===== config.mk =====
export PLATFORM = sky130hd
export DESIGN_NAME = ioredir_ctrl
export DESIGN_NICKNAME = d
export VERILOG_FILES = /design/src/rtl/ioredir_pkg.sv /design/src/rtl/ioredir_table.sv /design/src/rtl/ioredir_pin.sv /design/src/rtl/ioredir_arb.sv /design/src/rtl/ioredir_ctrl.sv
export SDC_FILE = /design/constraint.sdc
export NUM_CORES = 1
export LEC_CHECK = 0
export BUFFER_PORTS_ARGS = -buffer_cell sky130_fd_sc_hd__buf_2
export CORE_ASPECT_RATIO = 0.9
export CORE_MARGIN = 10
export CORE_UTILIZATION = 60
export DETAILED_ROUTE_END_ITERATION = 10
export MAX_ROUTING_LAYER = met4
export PLACE_DENSITY = 0.8
export SYNTH_ARGS = -nofsm -noshare
export SYNTH_HDL_FRONTEND = slang
export SYNTH_SLANG_ARGS = --single-unit

===== constraint.sdc =====
create_clock -name clk -period 3.08 [get_ports clk]
set_input_delay 0.154 -clock clk [delete_from_list [all_inputs] [get_ports clk]]
set_output_delay 0.154 -clock clk [all_outputs]
set_load 0.02 [all_outputs]

===== src/rtl/ioredir_pkg.sv =====
package ioredir_pkg;

    localparam logic [7:0] SEL_VERSION    = 8'h01;
    localparam logic [7:0] SEL_TABLE_BASE = 8'h10;

    localparam logic [1:0] BUS_SEL = 2'd0;
    localparam logic [1:0] BUS_WIN = 2'd1;
    localparam logic [1:0] BUS_EOI = 2'd2;

    localparam logic [2:0] DM_FIXED  = 3'b000;
    localparam logic [2:0] DM_LOWPRI = 3'b001;
    localparam logic [2:0] DM_PMI    = 3'b010;
    localparam logic [2:0] DM_INIT   = 3'b101;

    typedef struct packed {
        logic       mask;
        logic       trig;   // 1 = level
        logic       pol;    // 1 = active low
        logic [2:0] mode;
        logic [7:0] vec;
    } rte_lo_t;

    localparam rte_lo_t RTE_LO_RESET = '{mask: 1'b1, trig: 1'b0, pol: 1'b0,
                                         mode: 3'b000, vec: 8'h00};

    typedef enum logic {
        ARB_IDLE,
        ARB_SEND
    } arb_state_e;

    function automatic logic [31:0] pack_low(rte_lo_t e);
        return {15'b0, e.mask, e.trig, 1'b0, e.pol, 2'b00, e.mode, e.vec};
    endfunction

    function automatic rte_lo_t unpack_low(logic [31:0] w);
        rte_lo_t e;
        e.vec  = w[7:0];
        e.mode = w[10:8];
        e.pol  = w[13];
        e.trig = w[15];
        e.mask = w[16];
        return e;
    endfunction

endpackage


===== src/rtl/ioredir_table.sv =====
module ioredir_table
    import ioredir_pkg::*;
#(
    parameter int         NUM_PINS = 4,
    parameter logic [7:0] VERSION  = 8'h21
) (
    input  logic                          clk,
    input  logic                          rst_n,
    input  logic                          bus_wr,
    input  logic [1:0]                    bus_addr,
    input  logic [31:0]                   bus_wdata,
    output logic [31:0]                   bus_rdata,
    output rte_lo_t [NUM_PINS-1:0]        rte_lo,
    output logic [NUM_PINS-1:0][15:0]     rte_dest,
    output logic                          eoi_valid,
    output logic [7:0]                    eoi_vec
);

    localparam int TBL_END = int'(SEL_TABLE_BASE) + 2 * NUM_PINS;
    localparam logic [31:0] VERSION_WORD =
        {8'h00, 8'(NUM_PINS - 1), 8'h00, VERSION};

    logic [7:0]                sel_q;
    logic [7:0]                offs;
    logic                      in_tbl;
    logic                      wr_win;
    logic [NUM_PINS-1:0][15:0] dest_shadow;

    assign offs   = sel_q - SEL_TABLE_BASE;
    assign in_tbl = (int'(sel_q) >= int'(SEL_TABLE_BASE)) && (int'(sel_q) < TBL_END);
    assign wr_win = bus_wr && (bus_addr == BUS_WIN);

    always_ff @(posedge clk or negedge rst_n) begin
        if (!rst_n) begin
            sel_q <= 8'h00;
        end else if (bus_wr && (bus_addr == BUS_SEL)) begin
            sel_q <= bus_wdata[7:0];
        end
    end

    // Entry storage: high word goes to a shadow, committed with the low word
    always_ff @(posedge clk or negedge rst_n) begin
        if (!rst_n) begin
            for (int i = 0; i < NUM_PINS; i++) begin
                rte_lo[i]      <= RTE_LO_RESET;
                rte_dest[i]    <= 16'h0000;
                dest_shadow[i] <= 16'h0000;
            end
        end else if (wr_win && in_tbl) begin
            for (int i = 0; i < NUM_PINS; i++) begin
                if (offs[7:1] == 7'(i)) begin
                    if (offs[0]) begin
                        dest_shadow[i] <= bus_wdata[31:16];
                    end else begin
                        rte_lo[i]   <= unpack_low(bus_wdata);
                        rte_dest[i] <= dest_shadow[i];
                    end
                end
            end
        end
    end

    always_comb begin
        bus_rdata = 32'h0;
        unique case (bus_addr)
            BUS_SEL: bus_rdata = {24'h0, sel_q};
            BUS_WIN: begin
                if (sel_q == SEL_VERSION) begin
                    bus_rdata = VERSION_WORD;
                end else if (in_tbl) begin
                    for (int i = 0; i < NUM_PINS; i++) begin
                        if (offs[7:1] == 7'(i)) begin
                            bus_rdata = offs[0] ? {dest_shadow[i], 16'h0000}
                                                : pack_low(rte_lo[i]);
                        end
                    end
                end
            end
            default: bus_rdata = 32'h0;
        endcase
    end

    assign eoi_valid = bus_wr && (bus_addr == BUS_EOI);
    assign eoi_vec   = bus_wdata[7:0];

endmodule


===== src/rtl/ioredir_pin.sv =====
module ioredir_pin
    import ioredir_pkg::*;
(
    input  logic       clk,
    input  logic       rst_n,
    input  logic       pin_in,
    input  rte_lo_t    cfg,
    input  logic       grant,
    input  logic       eoi_valid,
    input  logic [7:0] eoi_vec,
    output logic       req
);

    logic [1:0] sync_q;
    logic       act;
    logic       act_d;
    logic       pend;
    logic       armed;

    always_ff @(posedge clk or negedge rst_n) begin
        if (!rst_n) begin
            sync_q <= 2'b00;
            act_d  <= 1'b0;
        end else begin
            sync_q <= {sync_q[0], pin_in};
            act_d  <= act;
        end
    end

    // Polarity applied before detection
    assign act = sync_q[1] ^ cfg.pol;

    // Edge pending: masked edges are discarded outright
    always_ff @(posedge clk or negedge rst_n) begin
        if (!rst_n) begin
            pend <= 1'b0;
        end else if (cfg.mask || cfg.trig) begin
            pend <= 1'b0;
        end else if (act && !act_d) begin
            pend <= 1'b1;
        end else if (grant) begin
            pend <= 1'b0;
        end
    end

    // Level arming: cleared when served, restored by a matching end-of-interrupt
    always_ff @(posedge clk or negedge rst_n) begin
        if (!rst_n) begin
            armed <= 1'b1;
        end else if (grant && cfg.trig) begin
            armed <= 1'b0;
        end else if (eoi_valid && (eoi_vec == cfg.vec)) begin
            armed <= 1'b1;
        end
    end

    assign req = !cfg.mask && (cfg.trig ? (act && armed) : pend);

endmodule


===== src/rtl/ioredir_arb.sv =====
module ioredir_arb
    import ioredir_pkg::*;
#(
    parameter int NUM_PINS = 4
) (
    input  logic                      clk,
    input  logic                      rst_n,
    input  logic [NUM_PINS-1:0]       req,
    input  rte_lo_t [NUM_PINS-1:0]    rte_lo,
    input  logic [NUM_PINS-1:0][15:0] rte_dest,
    input  logic                      msg_ready,
    output logic [NUM_PINS-1:0]       grant,
    output logic                      msg_valid,
    output logic [7:0]                msg_vec,
    output logic [15:0]               msg_dest,
    output logic [2:0]                msg_mode
);

    localparam int IDX_W = (NUM_PINS > 1) ? $clog2(NUM_PINS) : 1;

    arb_state_e        state_q;
    arb_state_e        state_d;
    logic [IDX_W-1:0]  win_idx;
    logic              any_req;
    logic [7:0]        vec_q;
    logic [15:0]       dest_q;
    logic [2:0]        mode_q;

    assign any_req = |req;

    // Lowest index wins
    always_comb begin
        win_idx = '0;
        for (int i = NUM_PINS - 1; i >= 0; i--) begin
            if (req[i]) win_idx = IDX_W'(i);
        end
    end

    always_ff @(posedge clk or negedge rst_n) begin
        if (!rst_n) state_q <= ARB_IDLE;
        else        state_q <= state_d;
    end

    always_comb begin
        state_d = state_q;
        unique case (state_q)
            ARB_IDLE: if (any_req)   state_d = ARB_SEND;
            ARB_SEND: if (msg_ready) state_d = ARB_IDLE;
            default:                 state_d = ARB_IDLE;
        endcase
    end

    always_comb begin
        grant = '0;
        if (state_q == ARB_IDLE && any_req) grant[win_idx] = 1'b1;
    end

    always_ff @(posedge clk or negedge rst_n) begin
        if (!rst_n) begin
            vec_q  <= 8'h00;
            dest_q <= 16'h0000;
            mode_q <= DM_FIXED;
        end else if (state_q == ARB_IDLE && any_req) begin
            vec_q  <= rte_lo[win_idx].vec;
            dest_q <= rte_dest[win_idx];
            mode_q <= rte_lo[win_idx].mode;
        end
    end

    always_comb begin
        msg_valid = (state_q == ARB_SEND);
        msg_vec   = vec_q;
        msg_dest  = dest_q;
        msg_mode  = mode_q;
    end

endmodule


===== src/rtl/ioredir_ctrl.sv =====
module ioredir_ctrl
    import ioredir_pkg::*;
#(
    parameter int         NUM_PINS = 4,
    parameter logic [7:0] VERSION  = 8'h21
) (
    input  logic                clk,
    input  logic                rst_n,
    input  logic [NUM_PINS-1:0] irq_in,
    input  logic                bus_wr,
    input  logic [1:0]          bus_addr,
    input  logic [31:0]         bus_wdata,
    output logic [31:0]         bus_rdata,
    output logic                msg_valid,
    input  logic                msg_ready,
    output logic [7:0]          msg_vec,
    output logic [15:0]         msg_dest,
    output logic [2:0]          msg_mode
);

    rte_lo_t [NUM_PINS-1:0]    rte_lo;
    logic [NUM_PINS-1:0][15:0] rte_dest;
    logic                      eoi_valid;
    logic [7:0]                eoi_vec;
    logic [NUM_PINS-1:0]       pin_req;
    logic [NUM_PINS-1:0]       grant;
    logic [NUM_PINS-1:0]       pin_mask;
    logic [NUM_PINS-1:0]       pin_level;

    ioredir_table #(.NUM_PINS(NUM_PINS), .VERSION(VERSION)) u_table (
        .clk       (clk),
        .rst_n     (rst_n),
        .bus_wr    (bus_wr),
        .bus_addr  (bus_addr),
        .bus_wdata (bus_wdata),
        .bus_rdata (bus_rdata),
        .rte_lo    (rte_lo),
        .rte_dest  (rte_dest),
        .eoi_valid (eoi_valid),
        .eoi_vec   (eoi_vec)
    );

    for (genvar i = 0; i < NUM_PINS; i++) begin : g_pin
        ioredir_pin u_pin (
            .clk       (clk),
            .rst_n     (rst_n),
            .pin_in    (irq_in[i]),
            .cfg       (rte_lo[i]),
            .grant     (grant[i]),
            .eoi_valid (eoi_valid),
            .eoi_vec   (eoi_vec),
            .req       (pin_req[i])
        );
        assign pin_mask[i]  = rte_lo[i].mask;
        assign pin_level[i] = rte_lo[i].trig;
    end

    ioredir_arb #(.NUM_PINS(NUM_PINS)) u_arb (
        .clk       (clk),
        .rst_n     (rst_n),
        .req       (pin_req),
        .rte_lo    (rte_lo),
        .rte_dest  (rte_dest),
        .msg_ready (msg_ready),
        .grant     (grant),
        .msg_valid (msg_valid),
        .msg_vec   (msg_vec),
        .msg_dest  (msg_dest),
        .msg_mode  (msg_mode)
    );

endmodule


**Word level (Yosys, flattened, before mapping)**

Index checks and enable logic that the tools add are counted.

- Flip-flop bits (word level): 240
- Logic and storage cells: 177
- Output and inout bits: 60
- Bits of input ports: 42

- Reduce and logical (&&, ||, !) cells: 58
- $lt $le $gt $ge: 4
- Bitwise logic cells: 6
- Mux-type cells: 49
- Add/sub/neg operators: 1
- Equal/unequal tests: 10

Operator list:

| kind | number |
|---|---|
| $mux W32 | 10 |
| $pmux W32 S2 | 1 |
| $bmux W16 S2 | 1 |
| $eq A8 B8 Y1 | 4 |
| $bmux W14 S2 | 1 |
| $logic_and A1 B1 Y1 | 27 |
| $mux W1 | 27 |
| $reduce_and A3 Y1 | 8 |
| $mux W16 | 1 |
| $eq A7 B2 Y1 const B | 2 |
| $reduce_bool A3 Y1 | 4 |
| $mux W11 | 1 |
| $eq A8 B1 Y1 const B | 1 |
| $ge A8 B5 Y1 const B | 1 |
| $logic_not A1 Y1 | 8 |
| $lt A8 B5 Y1 const B | 1 |
| $mux W2 | 4 |
| $reduce_bool A2 Y1 | 4 |
| $sub A8 B5 Y8 const B | 1 |
| $eq A7 B1 Y1 const B | 1 |
| $logic_not A7 Y1 | 1 |
| $logic_or A1 B1 Y1 | 4 |
| $mux W4 | 1 |
| $reduce_or A4 Y1 | 1 |
| other kinds (9) | 13 |

**Depth between registers and ports, before layout**

Gate-level depths: netlist of run 1.

- Depth in word-level cells: 16
- Depth in mapped cells: 9
- Depth with buffers taken out: 7

**By module**

Synthesis of run 1 repeated with hierarchy kept, for this count alone.

- Cell total of the unflattened synthesis: 885
- Area, all modules: 11762.5 sq um

Modules (own cells, without submodules):

| module | sequential area each (sq um) | instances | area an instance (sq um) | cells each |
|---|---|---|---|---|
| ioredir_table | 4809.6 | 1 | 8713.4 | 568 |
| ioredir_arb | 700.7 | 1 | 1958.1 | 209 |
| ioredir_pin | 126.4 | 4 | 272.8 | 27 |

**Least setup slack after synthesis of run 1**

Ideal clock, no wire load.

- Path kind: reg-to-output
- Start: register u_table.sel_q[4]
- End: output bus_rdata[18]
- Path slack: 803 ps
- Path buffers: 1
- Data required time: 2926 ps
- Cell stages (with the launch flop): 9
- Arrival: 2123 ps
- Path through: dfrtp_1 > inv_1 > ha_1 > nand2b_1 > nor4_2 > nand2_1 > clkbuf_1 > o22a_1 > nor2_1

- Cells in the longest elaborated chain, start to end: 9
- Elaborated cells on any way between the ends: 16
- Those cells by class: 1 x add/sub; 2 x order compare; 4 x eq/ne; 7 x mux; 2 x reduce/logical

Ends and longest elaborated chain:

| what | RTL line | text |
|---|---|---|
| start, declared | ioredir_table.sv:23 | `logic [7:0] sel_q;` |
| start signal, assigned | ioredir_table.sv:37 | `sel_q <= bus_wdata[7:0];` |
| $sub A8 B5 Y8 | ioredir_table.sv:29 | `assign offs = sel_q - SEL_TABLE_BASE;` |
| $logic_not A7 Y1 | ioredir_table.sv:72 | `if (offs[7:1] == 7'(i)) begin` |
| $mux W32 (4 in a row) | ioredir_table.sv:72 |  |
| $mux W32 | ioredir_table.sv:70 | `end else if (in_tbl) begin` |
| $mux W32 (*) | ioredir_table.sv:68 | `if (sel_q == SEL_VERSION) begin` |
| $pmux W32 S2 (*) | ioredir_table.sv:65 | `unique case (bus_addr)` |
| end, declared | ioredir_ctrl.sv:13 | `output logic [31:0] bus_rdata,` |

Every way passes the cells marked *; elsewhere a longest branch is shown, timed or not.

**Worst setup path in the final report of run 1**

- Start: register u_table.sel_q[2]
- End: output bus_rdata[1]

The elaborated chain is that of the path after synthesis.

==> results of run 1 <==
kinds of logic after synthesis:
| group | count (synthesis) | share of synthesized area |
|---|---|---|
| flip-flops | 240 | 0.527 |
| multiplexers | 231 | 0.232 |
| AND/OR/NAND/NOR | 181 | 0.0800 |
| AO/OA/AOI/OAI | 134 | 0.0952 |
| buffers and inverters | 76 | 0.0335 |
| XOR/XNOR | 37 | 0.0284 |
| adder cells (fa/ha/maj) | 3 | 0.00329 |
| other | 1 | 0.000329 |
power groups by stage:
stage	Combinational, mW	Sequential (mW)	Clock, mW
after global placement	1.79	3.58	0
after global routing	2.02	3.56	3.31
after floorplan	0.948	3.71	0
after detailed placement	1.82	3.59	0
after CTS	1.87	3.54	3.18
final	1.88	3.54	3.16
layer usage:
metal	GRT usage	vias up
met3	0.0478	62
li1	-	3548
met5	-	-
met4	0.0697	0
met2	0.392	388
met1	0.337	4229
cells in the final DEF (no fill, tap or decap), types with 10 or more instances in the layout:
master / n
o21ai_0: 13
a22oi_1: 26
nor2_1: 48
mux2i_1: 34
clkbuf_16: 25
nand3_1: 11
mux2_2: 180
buf_2: 94
nand2_1: 66
buf_4: 30
a41oi_1: 22
dfrtp_1: 230
a22o_1: 10
xor2_1: 36
dlygate4sd3_1: 28
o22a_1: 14
a21oi_1: 10
inv_1: 13
flip-flops by register name, summed over array words and instances, names as in the netlist:
register	count
u_table.dest_shadow	64
u_table.rte_dest	64
u_table.rte_lo	56
u_arb.msg_dest	16
g_pin.u_pin.sync_q	8
u_arb.msg_vec	8
u_table.sel_q	8
g_pin.u_pin.act_d	4
g_pin.u_pin.armed	4
g_pin.u_pin.pend	4
u_arb.msg_mode	3
u_arb.msg_valid	1
per-stage QoR:
stage	utilization	power, mW
2_1_floorplan	-	4.66
3_5_place_dp	0.659	5.41
4_1_cts	0.722	8.59
6_report	0.722	8.58
3_3_place_gp	0.659	5.37
5_1_grt	0.722	8.89
repair_timing:
action                     CTS  global route
hold endpoints to repair   153             0
setup endpoints to repair    9            20
hold buffers                28             0
gates resized for setup      1             4
setup buffers                0             0
pin swaps                    0             0
worst max-delay path by stage:
stage                     startpoint                       to
floorplan           u_table.sel_q[4]            bus_rdata[18]
global placement    u_table.sel_q[4]  u_table.dest_shadow[10]
detailed placement  u_table.sel_q[4]  u_table.dest_shadow[46]
CTS                 u_table.sel_q[2]             bus_rdata[1]
global route        u_table.sel_q[2]             bus_rdata[1]
finish              u_table.sel_q[2]             bus_rdata[1]
tightest hold or removal path, cell delays in order:
cell and delay [ns]:
buf_2 0.16, nand2_1 0.07, o21ai_0 0.09
layout make-up:
cell class              count  area, um2
multi-input cells         589       5080
fillers                  1195       5140
clock inverters             8        115
inverters                  13       48.8
repair buffers            157       1060
clock buffers              37        751
flip-flops and latches    240       6020
well taps                 245        307
==> metrics, run 1 <==
run status complete, no violations; initial core utilization 0.616; fmax 330 MHz; RSZ-0062 raised after global routing false; TritonCTS clock tree built; nets 1071; Inserted Diodes 0; IO Pins 102; Top delay family on crit path buffers and inverters; Met1 Wirelength 12.7 mm; vias in the first global route 8473; register bit total from synthesis 240; r2r startpoint u_table.sel_q[4]; number of port buffers 95; clock sinks 240; area grow syn2layout 17.2%; worst slack at placement 0.315 ns; reg2reg path depth 7; Core ar. 18500 um2; slew margin rel. 0.254; Mapped Cells 903; final instance area 13400 um2; max cap viols 0; internal power 5.90 mW; Post-synth EDFFs 0; pwr/cell area 642 nW/um2; Die H 151 um; Max Transition Viols Final 0; R2R setup slack 0.23 ns; DRT iter0 DRCs 727; Commonest cells post-synth dfrtp_1 (232), mux2_2 (180), nand2_1 (66); final hold violations 0; antenna violations before repair 0; Die Footprint 24900 um2; root buf cell clkbuf_16; Critical-path top delay cell dfrtp_1; worst-path cell chain buf_4 > nor3_1 > nand4_1 > nand3_1 > buf_6 > nor3_1 > buf_4 > a22o_1 > buf_2; hold depth 3; Async SR Flop Fraction 1.00; Max Used Layer met4; most numerous cell in the Yosys netlist dfrtp_1; Die Wd 165 um; Worst Path Required 2.93 ns; drt drc 0; Post-Place Cell Area 12200 um2; Net Sw Power 2.68 mW; first drt pass iteration count 5; Peak VDD IR 0.000568 V; clock buffer depth 3; RR Endpoint u_table.dest_shadow[41]; CP Data Arrival Time 2.87 ns; WL met2 14.7 mm; WL per Instance 23.8 um; dpl cells 1216; Worst-Skew Late Latency 0.51 ns; CP endpoint kind primary output; largest cells by area after synthesis dfrtp_1 (51%), mux2_2 (18%), mux2i_1 (3.0%); Clk pin slew, worst setup/hold paths 0.06 ns; CTS Buf Count 25; Crit. path cell count 9; crit-path max FO 21; routed vias 8227; Hold Crit Class input port to flip-flop; LEAKAGE 6.35 nW; fin crit share 0.982; post-route ant nets 0; main flop type after synthesis dfrtp_1; Mapped Avg Cell Area 12.6 um2; part of the power in combinational logic 0.219; row count 47; Hold WS 0.0302 ns; post-synth top area cell dfrtp_1; Via-to-Cell Ratio 6.38; drt total wl 30.6 mm; clk_skew 0.00815 ns; top cell type's share of synthesized area 0.509; WS Path Type flip-flop to primary output; power share of the clock group 0.368; count of final setup violators 0; final setup TNS 0 ns; Post-Syn Area 11400 um2; Net Sw Frac 0.313; Tot GR Track Use 0.253; sequential share of power 0.412; Setup WS post-layout 0.0542 ns; Cell variety after synth 62; Synth warnings 0; crit-path max cell delay 0.51 ns; CTS H-tree lvls 1; fin cells 1289; layout cell share with drive strength beyond 1 0.374; CP Buf/Inv Count 4; grt ovf 0; DR WL met3 2.57 mm; hold path endpoint u_table.sel_q[5]; Slew @ Worst Pin 1.12 ns; Seq/Total Area, Yosys 0.527; first-pass GRT wire length 48.1 mm; crit start category flip-flop; post-DP HPWL 19.3 mm; post-route minimum period 3.03 ns; RD Place Congestion 0.945; largest net degree at the start of global routing 82; hold path startpoint bus_wdata[5]
Power figures use the tool's default switching activity.
==> run 2: changes to the inputs <==
Settings changed: ABC_AREA from default to 1.
==> run 2 against run 1 <==
Total power decreased by 7.5%. Clock power shrank 4%. Global-route usage increased by 3.5 points. Combinational power down 18%. Sequential share of layout area down 1.3 points. Setup slack improved by 0.070 ns. Routed wire length rose by 21%. Non-clock buffer count increased by 15. Hold slack better by 0.064 ns. Die area is 3.3% higher.
==> metrics, run 2 <==
Post-Synth XOR/XNOR Area 0.0155 (-0.0129); layout cell share with drive strength beyond 1 0.146 (-0.227); crit-path max FO 7 (-67%); register bit total from synthesis 240 (unchanged); main flop type after synthesis dfrtp_1; vias in the first global route 10600 (+25%); final setup TNS 0 ns (unchanged); Max Transition Viols Final 0 (unchanged); first-pass GRT wire length 58.5 mm (+22%); Die Wd 168 um (+1.6%); total power 7.94 mW (-7.5%); largest family of logic cells by synthesized area simple AND/OR/NAND/NOR gates; Post-synth EDFFs 0 (unchanged); CP Buf/Inv Count 4 (unchanged); final instance area 13800 um2 (+3.1%); mux cell area share after synthesis 0 (-0.232); Clk pin slew, worst setup/hold paths 0.07 ns (about the same); Regs by FF count u_table.dest_shadow x64, u_table.rte_dest x64, u_table.rte_lo x56; Seq/Total Area, Yosys 0.508 (-0.0192); CP Data Arrival Time 2.80 ns (-0.07 ns); worst slack at placement 0.376 ns (+0.0609 ns); Critical-path top delay cell dfrtp_2; post-route minimum period 2.96 ns (-0.0702 ns); Hold Crit Class input port to flip-flop; Mapped Cells 1508 (+67%); Commonest cells post-synth nand2_1 (528), dfrtp_1 (232), nand3_1 (212); Peak VDD IR 0.000618 V (+8.7%); Worst Path Required 2.93 ns (about the same); LEAKAGE 7.19 nW (+13%); Worst-Skew Late Latency 0.52 ns (about the same); Synth warnings 0 (unchanged); RR Endpoint u_table.dest_shadow[33]; most common cell after layout, fill and taps aside nand2_1; area fraction in and, or, nand and nor cells after synthesis 0.325 (+0.245); Top delay family on crit path simple AND/OR/NAND/NOR gates; WL per Instance 19.7 um (-17%); hold depth 3 (unchanged); initial core utilization 0.614 (-0.00178); clock sinks 240 (unchanged); Mapped Avg Cell Area 7.85 um2 (-38%); WS Path Type flip-flop to primary output; reg2reg path depth 12 (+5); most frequent cells in the layout nand2_1 (527), dfrtp_1 (231), nand3_1 (212); adder-cell share of the synthesized area 0.00317 (-0.000120); post-DP HPWL 24.8 mm (+29%); root buf cell clkbuf_16; drt drc 0 (unchanged); Die Footprint 25800 um2 (+3.3%); TritonCTS clock tree built; fin crit share 0.960 (-0.0228); Post-Syn Area 11800 um2 (+3.8%); area grow syn2layout 16.4%; slew margin rel. 0.490 (+0.236); count of final setup violators 0 (unchanged); clock buffer depth 3 (unchanged); pwr/cell area 576 nW/um2 (-10%); RD Place Congestion 0.951 (+0.66%); Setup WS post-layout 0.124 ns (+0.0702 ns); most numerous cell in the Yosys netlist nand2_1; CTS H-tree lvls 1 (unchanged); final hold violations 0 (unchanged); IO Pins 102 (unchanged); Via-to-Cell Ratio 5.87 (-8.1%); clk_skew 0.0123 ns (+0.00418 ns); Async SR Flop Fraction 1.00 (unchanged); max cap viols 0 (unchanged); worst-path cell chain inv_1 > ha_1 > inv_1 > nand2_1 > nand3_4 > nor2_8 > nand2_4 > nor2_4 > buf_4 > nand2_1 > nand3_1 > a21oi_1 > nor2_1 > buf_2; crit start category flip-flop; Slew @ Worst Pin 0.758 ns (-0.361 ns); CTS Buf Count 24 (-4.0%); largest cells by area after synthesis dfrtp_1 (49%), nand2_1 (17%), nand3_1 (9.0%); Cell variety after synth 39 (-37%); R2R setup slack 0.46 ns (+0.23 ns); antenna violations before repair 1 (+1); Die H 153 um (+1.6%); run status complete, no violations; top cell type's share of synthesized area 0.490 (-0.0185); row count 48 (+2.1%); Core ar. 19300 um2 (+4.1%); post-route ant nets 0 (unchanged); largest net degree at the start of global routing 78 (-4.9%); Post-Place Cell Area 12500 um2 (+2.4%); CP endpoint kind primary output; hold path startpoint bus_wdata[16]; Tot GR Track Use 0.288 (+0.0352); drt total wl 37.2 mm (+21%); routed vias 11100 (+35%); DRT iter0 DRCs 1278 (+76%); nets 1670 (+56%); post-synth top area cell dfrtp_1; Synth Area in Compound Gates 0.0764 (-0.0188); fmax 338 MHz (+2.4%); r2r startpoint u_table.sel_q[4]; crit-path max cell delay 0.44 ns (-0.07 ns); number of port buffers 95 (unchanged); grt ovf 0 (unchanged); hold path endpoint u_table.dest_shadow[16]; first drt pass iteration count 6 (+1)
==> run 2: cell type report <==
cell class	instances	area, um2
diodes	1	2.50
repair buffers	172	1200
well taps	250	313
clock inverters	8	120
multi-input cells	1081	5030
clock buffers	34	699
flip-flops and latches	240	6020
fillers	1535	5490
inverters	106	405
==> run 2: stage by stage <==
stage / hold WS (ns) / utilization / cells
floorplan: -0.142 / - / 1510
global placement: 0.183 / 0.649 / 1805
global route: 0.117 / 0.715 / 1892
CTS: 0.0772 / 0.712 / 1888
detailed placement: 0.188 / 0.649 / 1805
finish: 0.0945 / 0.715 / 1892
==> run 2: worst min-delay path, cell delays in order <==
cell and delay [ns]:
buf_2 0.07, inv_1 0.16, o21ai_1 0.18
==> run 2: logic make-up after synthesis <==
| logic type | after synthesis |
|---|---|
| adder cells (fa/ha/maj) | 3 |
| AND/OR/NAND/NOR | 877 |
| flip-flops | 240 |
| AO/OA/AOI/OAI | 176 |
| buffers and inverters | 190 |
| other | 1 |
| XOR/XNOR | 21 |
==> run 2: metal layers <==
metal	share of wire	track usage
met5	0	-
met2	0.44	0.420
met1	0.41	0.397
met3	0.12	0.0633
met4	0.026	0.0824
==> run 2: worst max-delay path by stage <==
stage	endpoint	slack (ns)	startpoint	cells past startpoint
after floorplan	bus_rdata[15]	0.89	u_table.sel_q[4]	11
after global placement	bus_rdata[3]	0.46	u_table.sel_q[4]	12
after detailed placement	bus_rdata[7]	0.38	u_table.sel_q[4]	12
after CTS	bus_rdata[8]	0.008	u_table.sel_q[4]	13
after global routing	bus_rdata[7]	-0.008	u_table.sel_q[4]	12
final	bus_rdata[21]	0.12	u_table.sel_q[4]	14
==> run 2: where the power goes <==
part	leakage, nW	total, mW	switching (mW)	internal [mW]
clock network	0.397	3.04	1.21	1.83
logic	3.53	1.55	1.17	0.388
registers	3.26	3.35	0.0879	3.26
total	7.19	7.94	2.47	5.47
==> run 2: timing repair <==
item                                   4_1_cts  5_1_grt
endpoints found under the hold margin      148        0
resized for setup                            2        6
pin swaps                                    5        2
cloned                                       0        1
setup endpoints to repair                   16       26
hold buffers                                26        0
buffers inserted                            15        2
